<file path="src/rtl/alu32_pkg.sv">
// Shared definitions for the bit-sliced ALU.
// Assumes a 3-bit operation code whose bit 2 selects B inversion.
package alu32_pkg;

    // Which source a bit cell places on its result output.
    typedef enum logic [2:0] {
        PICK_AND  = 3'd0,
        PICK_OR   = 3'd1,
        PICK_SUM  = 3'd2,
        PICK_XOR  = 3'd3,
        PICK_LESS = 3'd4,
        PICK_NONE = 3'd5
    } pick_e;

    localparam logic [2:0] OPC_AND  = 3'b000;
    localparam logic [2:0] OPC_OR   = 3'b001;
    localparam logic [2:0] OPC_ADD  = 3'b010;
    localparam logic [2:0] OPC_XOR  = 3'b011;
    localparam logic [2:0] OPC_SUB  = 3'b110;
    localparam logic [2:0] OPC_SLT  = 3'b111;

endpackage

</file>
<file path="src/rtl/alu32_op_decode.sv">
// Operation decoder: turns the 3-bit code into the B-invert control,
// the forced carry-in and the result source of every bit cell.
// Assumes: a code with bit 2 set always inverts B and forces carry-in to 1.
module alu32_op_decode
    import alu32_pkg::*;
(
    input  logic [2:0] op_i,
    output logic       invert_b_o,
    output logic       force_cin_o,
    output pick_e      pick_o
);

    assign invert_b_o  = op_i[2];
    assign force_cin_o = op_i[2];

    // Map each code to the source the cells present.
    always_comb begin
        case (op_i)
            OPC_AND: pick_o = PICK_AND;
            OPC_OR:  pick_o = PICK_OR;
            OPC_ADD: pick_o = PICK_SUM;
            OPC_XOR: pick_o = PICK_XOR;
            OPC_SUB: pick_o = PICK_SUM;
            OPC_SLT: pick_o = PICK_LESS;
            default: pick_o = PICK_NONE;
        endcase
    end

endmodule

</file>
<file path="src/rtl/alu32_cla_group.sv">
// Lookahead carry group: from GW propagate/generate pairs and a group
// carry-in, forms every carry of the group as a flat sum of products,
// so no carry ripples inside the group.
// Assumes GW >= 1; carry_o[0] is the group carry-in, carry_o[GW] its carry-out.
module alu32_cla_group #(
    parameter int GW = 4
) (
    input  logic [GW-1:0] prop_i,
    input  logic [GW-1:0] gen_i,
    input  logic          cin_i,
    output logic [GW:0]   carry_o
);

    // Expand c(i+1) = g(i) | p(i)g(i-1) | ... | p(i..0)cin for every bit.
    always_comb begin
        logic term;
        logic chain;
        carry_o[0] = cin_i;
        for (int i = 0; i < GW; i++) begin
            term  = gen_i[i];
            chain = prop_i[i];
            for (int j = i - 1; j >= 0; j--) begin
                term  = term | (chain & gen_i[j]);
                chain = chain & prop_i[j];
            end
            carry_o[i+1] = term | (chain & cin_i);
        end
    end

endmodule

</file>
<file path="src/rtl/alu32_bit_slice.sv">
// Ordinary 1-bit ALU cell: AND, OR, XOR and full-adder sum of a and the
// optionally inverted b. A multiplexer picks one of them or the "less" input.
// It exports propagate (a|b') and generate (a&b') for the lookahead groups.
// Assumes carry_i comes from the lookahead network, not from a neighbour cell.
module alu32_bit_slice
    import alu32_pkg::*;
(
    input  logic  a_i,
    input  logic  b_i,
    input  logic  invert_b_i,
    input  logic  carry_i,
    input  logic  less_i,
    input  pick_e pick_i,
    output logic  res_o,
    output logic  prop_o,
    output logic  gen_o
);

    logic b_eff;

    assign b_eff  = b_i ^ invert_b_i;
    assign prop_o = a_i | b_eff;
    assign gen_o  = a_i & b_eff;

    // Result multiplexer over the cell's sources.
    always_comb begin
        case (pick_i)
            PICK_AND:  res_o = a_i & b_eff;
            PICK_OR:   res_o = a_i | b_eff;
            PICK_SUM:  res_o = a_i ^ b_eff ^ carry_i;
            PICK_XOR:  res_o = a_i ^ b_eff;
            PICK_LESS: res_o = less_i;
            default:   res_o = 1'b0;
        endcase
    end

endmodule

</file>
<file path="src/rtl/alu32_msb_slice.sv">
// Top-bit ALU cell: the same sources as the ordinary cell. It also derives
// signed overflow (carry in XOR carry out of this bit) and the
// overflow-corrected sign of the sum, which drives set-less-than.
// Assumes carry_out_i is the lookahead carry out of this bit position.
module alu32_msb_slice
    import alu32_pkg::*;
(
    input  logic  a_i,
    input  logic  b_i,
    input  logic  invert_b_i,
    input  logic  carry_i,
    input  logic  carry_out_i,
    input  logic  less_i,
    input  pick_e pick_i,
    output logic  res_o,
    output logic  prop_o,
    output logic  gen_o,
    output logic  set_o,
    output logic  ovf_o
);

    logic b_eff;
    logic sum_bit;

    assign b_eff   = b_i ^ invert_b_i;
    assign prop_o  = a_i | b_eff;
    assign gen_o   = a_i & b_eff;
    assign sum_bit = a_i ^ b_eff ^ carry_i;
    assign ovf_o   = carry_i ^ carry_out_i;
    assign set_o   = sum_bit ^ ovf_o;

    // Result multiplexer over the cell's sources.
    always_comb begin
        case (pick_i)
            PICK_AND:  res_o = a_i & b_eff;
            PICK_OR:   res_o = a_i | b_eff;
            PICK_SUM:  res_o = sum_bit;
            PICK_XOR:  res_o = a_i ^ b_eff;
            PICK_LESS: res_o = less_i;
            default:   res_o = 1'b0;
        endcase
    end

endmodule

</file>
<file path="src/rtl/alu32_slt.sv">
// Bit-sliced ALU top: one cell per bit, lookahead carry groups chained
// group to group, set-less-than fed from the top cell back into bit 0,
// and a zero detector on the result.
// Assumes WIDTH is a multiple of GROUP_W and WIDTH >= 2. Purely combinational.
module alu32_slt
    import alu32_pkg::*;
#(
    parameter int WIDTH   = 32,
    parameter int GROUP_W = 4
) (
    input  logic [WIDTH-1:0] opnd_a,
    input  logic [WIDTH-1:0] opnd_b,
    input  logic [2:0]       op_code,
    input  logic             carry_in,
    output logic [WIDTH-1:0] result,
    output logic             zero,
    output logic             overflow,
    output logic             carry_out
);

    localparam int NGROUP = WIDTH / GROUP_W;

    logic             invert_b;
    logic             force_cin;
    pick_e            pick;
    logic             cin_eff;
    logic             slt_sign;
    logic [WIDTH-1:0] prop_w;
    logic [WIDTH-1:0] gen_w;
    logic [WIDTH:0]   bit_c;
    logic [NGROUP:0]  grp_c;

    alu32_op_decode u_dec (
        .op_i        (op_code),
        .invert_b_o  (invert_b),
        .force_cin_o (force_cin),
        .pick_o      (pick)
    );

    assign cin_eff      = force_cin ? 1'b1 : carry_in;
    assign grp_c[0]     = cin_eff;
    assign bit_c[WIDTH] = grp_c[NGROUP];

    // Lookahead groups, each taking its carry-in from the group below.
    for (genvar g = 0; g < NGROUP; g++) begin : g_grp
        logic [GROUP_W:0] cvec;
        alu32_cla_group #(.GW(GROUP_W)) u_grp (
            .prop_i  (prop_w[g*GROUP_W +: GROUP_W]),
            .gen_i   (gen_w[g*GROUP_W +: GROUP_W]),
            .cin_i   (grp_c[g]),
            .carry_o (cvec)
        );
        assign bit_c[g*GROUP_W +: GROUP_W] = cvec[GROUP_W-1:0];
        assign grp_c[g+1] = cvec[GROUP_W];
    end

    // Bit cells; the top position uses the variant with flag logic.
    for (genvar i = 0; i < WIDTH; i++) begin : g_bit
        if (i == WIDTH - 1) begin : g_msb
            alu32_msb_slice u_msb (
                .a_i         (opnd_a[i]),
                .b_i         (opnd_b[i]),
                .invert_b_i  (invert_b),
                .carry_i     (bit_c[i]),
                .carry_out_i (bit_c[i+1]),
                .less_i      (1'b0),
                .pick_i      (pick),
                .res_o       (result[i]),
                .prop_o      (prop_w[i]),
                .gen_o       (gen_w[i]),
                .set_o       (slt_sign),
                .ovf_o       (overflow)
            );
        end else begin : g_std
            alu32_bit_slice u_bit (
                .a_i        (opnd_a[i]),
                .b_i        (opnd_b[i]),
                .invert_b_i (invert_b),
                .carry_i    (bit_c[i]),
                .less_i     ((i == 0) ? slt_sign : 1'b0),
                .pick_i     (pick),
                .res_o      (result[i]),
                .prop_o     (prop_w[i]),
                .gen_o      (gen_w[i])
            );
        end
    end

    assign carry_out = bit_c[WIDTH];
    assign zero      = ~|result;

endmodule

</file>
<file path="config.mk">
export PLATFORM = sky130hd
export DESIGN_NAME = alu32_slt
export DESIGN_NICKNAME = d
export VERILOG_FILES = /design/src/rtl/alu32_pkg.sv /design/src/rtl/alu32_op_decode.sv /design/src/rtl/alu32_cla_group.sv /design/src/rtl/alu32_bit_slice.sv /design/src/rtl/alu32_msb_slice.sv /design/src/rtl/alu32_slt.sv
export SDC_FILE = /design/constraint.sdc
export NUM_CORES = 1
export LEC_CHECK = 0
export ABC_AREA = 1
export BUFFER_PORTS_ARGS = -buffer_cell sky130_fd_sc_hd__buf_2
export CAP_MARGIN = 10
export CELL_PAD_IN_SITES_DETAIL_PLACEMENT = 0
export CELL_PAD_IN_SITES_GLOBAL_PLACEMENT = 2
export CORE_MARGIN = 2
export CORE_UTILIZATION = 26
export DETAILED_ROUTE_END_ITERATION = 10
export PLACE_DENSITY = 0.92
export SETUP_SLACK_MARGIN = 0.1
export SYNTH_ARGS = -nofsm -noshare
export SYNTH_HDL_FRONTEND = slang
export SYNTH_SLANG_ARGS = --single-unit
</file>
<file path="constraint.sdc">
create_clock -name vclk -period 4.55
set_input_delay 0.2275 -clock vclk [all_inputs]
set_output_delay 0.2275 -clock vclk [all_outputs]
set_load 0.01 [all_outputs]
</file>
==> run metrics, run 1 <==
Post-CTS Hold Buffers 0; Chip Height 122 µm; total number of sequential cells 0; Clock Power Share 0; top cells by area, synth ha_1 22%, inv_1 13%, nand2_1 9.0%; register area 0 µm²; maxcap violations 0; leakage 0.00265 µW; Reg power frac 0; min Tclk post-route 4.25 ns; Internal 337 µW; Most common cell on crit path nand2_4; Core Box Area 13700 µm²; port bufs 103; non-filler instance count after layout 870; post-synthesis xor/xnor area fraction 0.0968; Post-Syn Nets 730; vias per cell 4.52; P_sw 426 µW; Via Count 3929; row count 43; Avg Inst Size Synth 6.14 µm²; Fmax 0.235 GHz; CP max-delay cell fa_1; vias in the first global route 3817; Post-Synth Adder-Cell Area 0.265; final-report max-slew violation count 0; DRC viols 0; Area Growth Syn to Fin 32.4%; outcome completed; Final Hold Viols 0; final WL 11900 µm; Min-Delay Path Class in -> out; CLK BUF 0; Syn Inst Count 590; Synth Area in Simple Gates 0.281; Pwr Density 159 nW/µm²; Switching Share 0.559; Setup crit end kind output port; RSZ-0062 raised after global routing yes; Crit Path Class in -> out; Critical Path AT 4.03 ns; final worst-path cycle share 0.935; met3 routed WL 490 µm; post-synth top area cell ha_1; DRC violation total after the first TritonRoute iteration 158; Post-synth top cells 129 x inv_1, 87 x nand2_1, 64 x ha_1; # IOs 103; Synth Area in Compound Gates 0.135; main combinational cell family by area after synthesis simple AND/OR/NAND/NOR gates; total grt overflow 0; CP Launch Type input port; post-route setup TNS 0 ns; largest net degree at the start of global routing 26; sequential area share after synthesis 0; antenna violations before repair 0; Initial DRT Pass Iterations 4; Worst Max-Slew Pin Slew 0.675 ns; Die ar. 14900 µm²; DRT met1 WL 5480 µm; Starting Density 0.264; Global Route Usage Sum 0.154; first-pass GRT wire length 18800 µm; met2 WL 5850 µm; maximum VDD drop 0.0665 mV; Final HPWL DP 9450 µm; Comb power frac 1.000; Post-DRT Antenna Nets 0; routed len/inst 13.7 µm; Mapped Area 3620 µm²; share of cells above drive strength 1 0.325; worst path required time 4.32 ns; Yosys Warn Count 0; routability cong. 0.793; Final setup viols 0; Worst path max stage delay 0.53 ns; synth unique cells 36; mux share of post-synthesis cell area 0; most common cell in the synthesized netlist inv_1; Slew headroom 0.549; crit path max fanout 6; final net count 832; top sig layer met4; n_diodes 0; die width 122 µm; Placed Cells 852; post-synth top area share 0.221
[through the flow]
stage	utilization	hold slack [ns]	worst slack [ns]	instance area [µm²]	power (µW)
finish	0.349	1.01	0.296	4790	763
global placement	0.309	1.01	0.0178	4240	659
global route	0.349	1.04	-0.0377	4790	854
detailed placement	0.309	1.00	-0.117	4240	656
CTS	0.316	1.01	0.154	4340	682
floorplan	-	0.753	0.173	3620	495
[worst max-delay path: cells and delay by family]
kind / cells / cell delay, ns
buffers and inverters: 5 / 0.61
AOI/OAI and AO/OA: 1 / 0.06
adders and majority gates: 2 / 0.74
xor gates and xnor gates: 1 / 0.14
and+or+nand+nor: 22 / 2.21
[what timing repair did]
| action | in CTS | in global routing |
|---|---|---|
| setup buffers | 7 | 10 |
| endpoints found under the setup margin | 1 | 2 |
| pin swaps | 3 | 35 |
| gates resized for setup | 10 | 71 |
| gates cloned | 0 | 1 |
[path summary, 6_finish.rpt]
kind / from / to / slack (ns) / cells past startpoint
max: op_code[2] / zero / 0.30 / 31
min: opnd_a[18] / result[18] / 1.01 / 5
[layout by cell type (no fill, tap or decap), types with 9 or more instances in the layout]
master     count
a21oi_1       17
buf_2        102
buf_4         39
ha_1          51
ha_2           9
inv_1        125
nand2_1       86
nand2_2       13
nand2_4       11
nand3_1       29
nor2_1        48
o2111ai_1      9
o21ai_0       16
o22ai_1        9
xnor2_1       27
[power by group through the flow]
stage | Combinational (µW) | Clock [µW] | Sequential, µW
2_1_floorplan | 495 | 0 | 0
5_1_grt | 854 | 0 | 0
6_report | 763 | 0 | 0
3_3_place_gp | 659 | 0 | 0
3_5_place_dp | 656 | 0 | 0
4_1_cts | 682 | 0 | 0
[layer usage]
layer	track usage	up-vias
met5	0	-
met4	0.0129	0
met1	0.209	1803
met3	0.00375	6
li1	-	2028
met2	0.283	92
[cell families after synthesis]
kind of cell,count (synthesis)
fa+ha+maj,72
buf+inv,179
compound gates,77
simple gates,222
xor+xnor,40
[cell type report]
| class | instances | area (µm²) |
|---|---|---|
| Fill cell | 1553 | 8930 |
| Tap cell | 180 | 225 |
| Timing Repair Buffer | 145 | 891 |
| Inverter | 134 | 503 |
| Multi-Input combinational cell | 411 | 3170 |
No activity file was read; power rests on OpenSTA's default activity.
==> run 2, diff against run 1 <==
- PLACE_DENSITY: 0.92 -> not set
- PLACE_DENSITY_LB_ADDON: not set -> 0.1
- SLEW_MARGIN: not set -> 0
- TNS_END_PERCENT: not set -> 1
==> run metrics, run 2 (same netlist as run 1, synthesis figures left out) <==
vias per cell 4.45; register area 0 µm²; Most common cell on crit path nand2_4; Clock Power Share 0; maximum VDD drop 0.0556 mV; final core occ 0.350; CP Launch Type input port; total number of sequential cells 0; non-filler instance count after layout 881; total grt overflow 0; leakage 0.00270 µW; share of cells above drive strength 1 0.331; Final Hold Viols 0; port bufs 103; row count 43; worst path required time 4.32 ns; Pwr Density 160 nW/µm²; outcome completed; RSZ-0062 raised after global routing yes; Slew headroom 0.638; Starting Density 0.264; Global Route Usage Sum 0.160; Critical Path AT 4.19 ns; final worst-path cycle share 0.971; die width 122 µm; Worst Max-Slew Pin Slew 0.542 ns; Reg power frac 0; Die ar. 14900 µm²; Chip Height 122 µm; antenna violations before repair 0; n_diodes 0; crit path max fanout 7; Min-Delay Path Depth 5; final WL 12100 µm; Comb power frac 1.000; Initial DRT Pass Iterations 4; final-report max-slew violation count 0; Placed Cells 859; maxcap violations 0; Area Growth Syn to Fin 32.7%; Via Count 3918; Final setup viols 0; routability cong. 0.828; most common cell after layout, fill and taps aside inv_1; Internal 344 µW; # IOs 103; Min-Delay Path Class in -> out; Fmax 0.226 GHz; DRC viols 0; first-pass GRT wire length 19100 µm; Crit Path Class in -> out; routed len/inst 13.8 µm; largest net degree at the start of global routing 24; min Tclk post-route 4.42 ns; Switching Share 0.554; vias in the first global route 3820; CLK BUF 0; DRC violation total after the first TritonRoute iteration 133; P_sw 427 µW; Setup crit end kind output port; Post-DRT Antenna Nets 0; Worst path max stage delay 0.53 ns; CP max-delay cell fa_1; most frequent cells in the layout 126 x inv_1, 102 x buf_2, 87 x nand2_1, 52 x ha_1, 50 x nor2_1; Final HPWL DP 10100 µm; final net count 843; Core Box Area 13700 µm²
## run 2: worst paths after layout
path	from	to
min	opnd_a[18]	result[18]
max	op_code[2]	zero
## run 2: cell type report
class	count	area (µm²)
Fill cell	1551	8910
Inverter	134	503
Timing Repair Buffer	156	963
Tap cell	180	225
Multi-Input combinational cell	411	3110
## run 2: critical path, delay by kind of cell
kind	cells	cell delay, ns
simple gates	27	2.40
buf+inv	5	0.56
compound gates	2	0.11
xor+xnor	1	0.14
fa+ha+maj	2	0.75
## run 2: power groups by stage
stage / combinational, µW / clock [µW] / sequential, µW
after floorplan: 495 / 0 / 0
after global placement: 675 / 0 / 0
after detailed placement: 675 / 0 / 0
after CTS: 730 / 0 / 0
after global routing: 866 / 0 / 0
final: 771 / 0 / 0
## run 2: layer usage
metal	GRT usage	up-vias	wire, µm
li1	-	2050	-
met1	0.217	1777	5560
met2	0.296	87	6040
met3	0.00421	4	488
met4	0.00647	0	59
met5	0	-	0
## run 2: timing repair
action / in CTS / in global routing
resized for setup: 26 / 41
pin swaps: 15 / 27
hold endpoints to repair: 0 / 0
buffers inserted: 16 / 5
cloned: 1 / 0
hold buffers: 0 / 0
endpoints found under the setup margin: 1 / 2
## run 2: through the flow
stage          total power [µW]  setup WS (ns)  cell area, µm²  setup TNS [ns]  hold slack (ns)
3_3_place_gp                675         0.0414            4310               0            0.999
6_report                    771          0.133            4810               0            0.995
3_5_place_dp                675        -0.0613            4310         -0.0613            0.997
2_1_floorplan               495          0.173            3620               0            0.753
5_1_grt                     866         -0.209            4810          -0.266             1.04
4_1_cts                     730         0.0978            4560               0            0.999
==> run 3, diff against run 2 <==
- CORE_UTILIZATION: 26 -> 25
- SYNTH_HIERARCHICAL: not set -> 1
==> run metrics, run 3 <==
register area 0 µm²; Mapped Area 5240 µm²; final worst slack 0.238 ns; Final setup viols 0; DRC violation total after the first TritonRoute iteration 211; Worst Max-Slew Pin Slew 1.01 ns; share of cells above drive strength 1 0.214; mux share of post-synthesis cell area 0; Avg Inst Size Synth 5.02 µm²; Critical Path AT 4.08 ns; vias per cell 4.01; CLK BUF 0; Chip Height 149 µm; maximum VDD drop 0.0599 mV; final net count 1344; most common cell after layout, fill and taps aside inv_1; outcome completed; Syn Inst Count 1043; Slew headroom 0.325; routability cong. 0.733; synth unique cells 15; Placed Cells 1475; final WL 14900 µm; Post-synth top cells 319 x inv_1, 243 x nand2_1, 135 x nor2_1; Die ar. 22100 µm²; Worst path max stage delay 0.21 ns; Synth Area in Compound Gates 0.00956; RSZ-0062 raised after global routing yes; n_diodes 0; vias in the first global route 5455; post-synth top area share 0.229; row count 52; Pwr Density 147 nW/µm²; Area Growth Syn to Fin 28.9%; final worst-path cycle share 0.948; final-report max-slew violation count 0; Place WS -0.381 ns; Setup crit end kind output port; first-pass GRT wire length 25000 µm; CP max-delay cell or2_0; Post-Synth Adder-Cell Area 0.153; top cells by area, synth inv_1 23%, nand2_1 17%, ha_1 15%; post-synth top area cell inv_1; Filler cells 2412; Most common cell on crit path nand2_2; Final HPWL DP 11800 µm; most frequent cells in the layout 316 x inv_1, 213 x nand2_1, 132 x nor2_1, 124 x nand3_1, 102 x buf_2; Crit Path Class in -> out; CP Launch Type input port; Final Hold Viols 0; total number of sequential cells 0; total grt overflow 0; sequential area share after synthesis 0; largest net degree at the start of global routing 126; Via Count 5940; # IOs 103; routed len/inst 10.1 µm; Min-Delay Path Class in -> out; non-filler instance count after layout 1480; Fmax 0.232 GHz; main combinational cell family by area after synthesis simple AND/OR/NAND/NOR gates; antenna violations before repair 1; worst path required time 4.32 ns; Multi-input gate area 4300 µm²; crit path max fanout 8; DRC viols 0; min Tclk post-route 4.31 ns; Yosys Warn Count 6; Starting Density 0.257; post-route setup TNS 0 ns; die width 149 µm; Power, Total 995 µW; Core Box Area 20400 µm²; Synth Area in Simple Gates 0.534; port bufs 103; Post-DRT Antenna Nets 0; Global Route Usage Sum 0.133; maxcap violations 0; most common cell in the synthesized netlist inv_1; leakage 0.00445 µW; Initial DRT Pass Iterations 4; post-synthesis xor/xnor area fraction 0.0600
==> run 3: cell types whose count changed after synthesis, sizes merged, moves of 9 or more <==
cell / delta
a21oi: -10
buf: -30
inv: +186
nand2: +133
nand3: +123
nand4: +30
nor2: +109
nor3: -9
o2111ai: -9
o21ai: -21
o22ai: -9
==> run 3: timing repair <==
item,4_1_cts,5_1_grt
buffers inserted,1,4
resized for setup,26,31
hold buffers,0,0
setup endpoints to repair,3,4
pin swaps,11,41
==> run 3: report_power, final <==
| group | switching (µW) | internal (µW) | leakage, µW | total (µW) |
|---|---|---|---|---|
| combinational | 583 | 413 | 0.00445 | 995 |
| sequential | 0 | 0 | 0 | 0 |
| clock | 0 | 0 | 0 | 0 |
| total | 583 | 413 | 0.00445 | 995 |
==> run 3: area by class of cell <==
type	count	area share
multi-input cells	744	0.637
inverters	319	0.177
repair buffers	147	0.135
well taps	270	0.0500
==> run 3: critical path, delay by kind of cell <==
family        cells  cell delay (ns)
simple gates     39             2.82
xor+xnor          3             0.47
buf+inv           4             0.38
fa+ha+maj         1             0.18
==> run 3: logic make-up (layout without fill, tap and decap cells) <==
group / Yosys count / count (layout)
adder cells (fa/ha/maj): 64 / 64
buffers and inverters: 329 / 466
XOR/XNOR: 35 / 35
AO/OA/AOI/OAI: 10 / 10
other: 1 / 31
AND/OR/NAND/NOR: 604 / 604
==> run 3: routing by layer <==
| metal | share of wire | routed length [µm] | global-route usage | up-vias |
|---|---|---|---|---|
| met5 | 0.00087 | 13 | 0 | - |
| met2 | 0.48 | 7140 | 0.247 | 66 |
| li1 | - | - | - | 3381 |
| met4 | 0.0019 | 28 | 0.00238 | 2 |
| met3 | 0.027 | 405 | 0.00552 | 4 |
| met1 | 0.49 | 7300 | 0.180 | 2487 |
==> run 3: worst paths after layout <==
path                      to  cells past startpoint  startpoint
setup / recovery        zero                     47  op_code[2]
hold / removal    result[24]                      5  opnd_a[24]
==> run 3: through the flow <==
step	hold slack [ns]	utilization	cell area, µm²
after floorplan	0.782	-	5380
after global placement	1.02	0.319	6490
after detailed placement	1.02	0.319	6490
after CTS	1.02	0.323	6580
after global routing	1.05	0.331	6750
final	1.01	0.331	6750
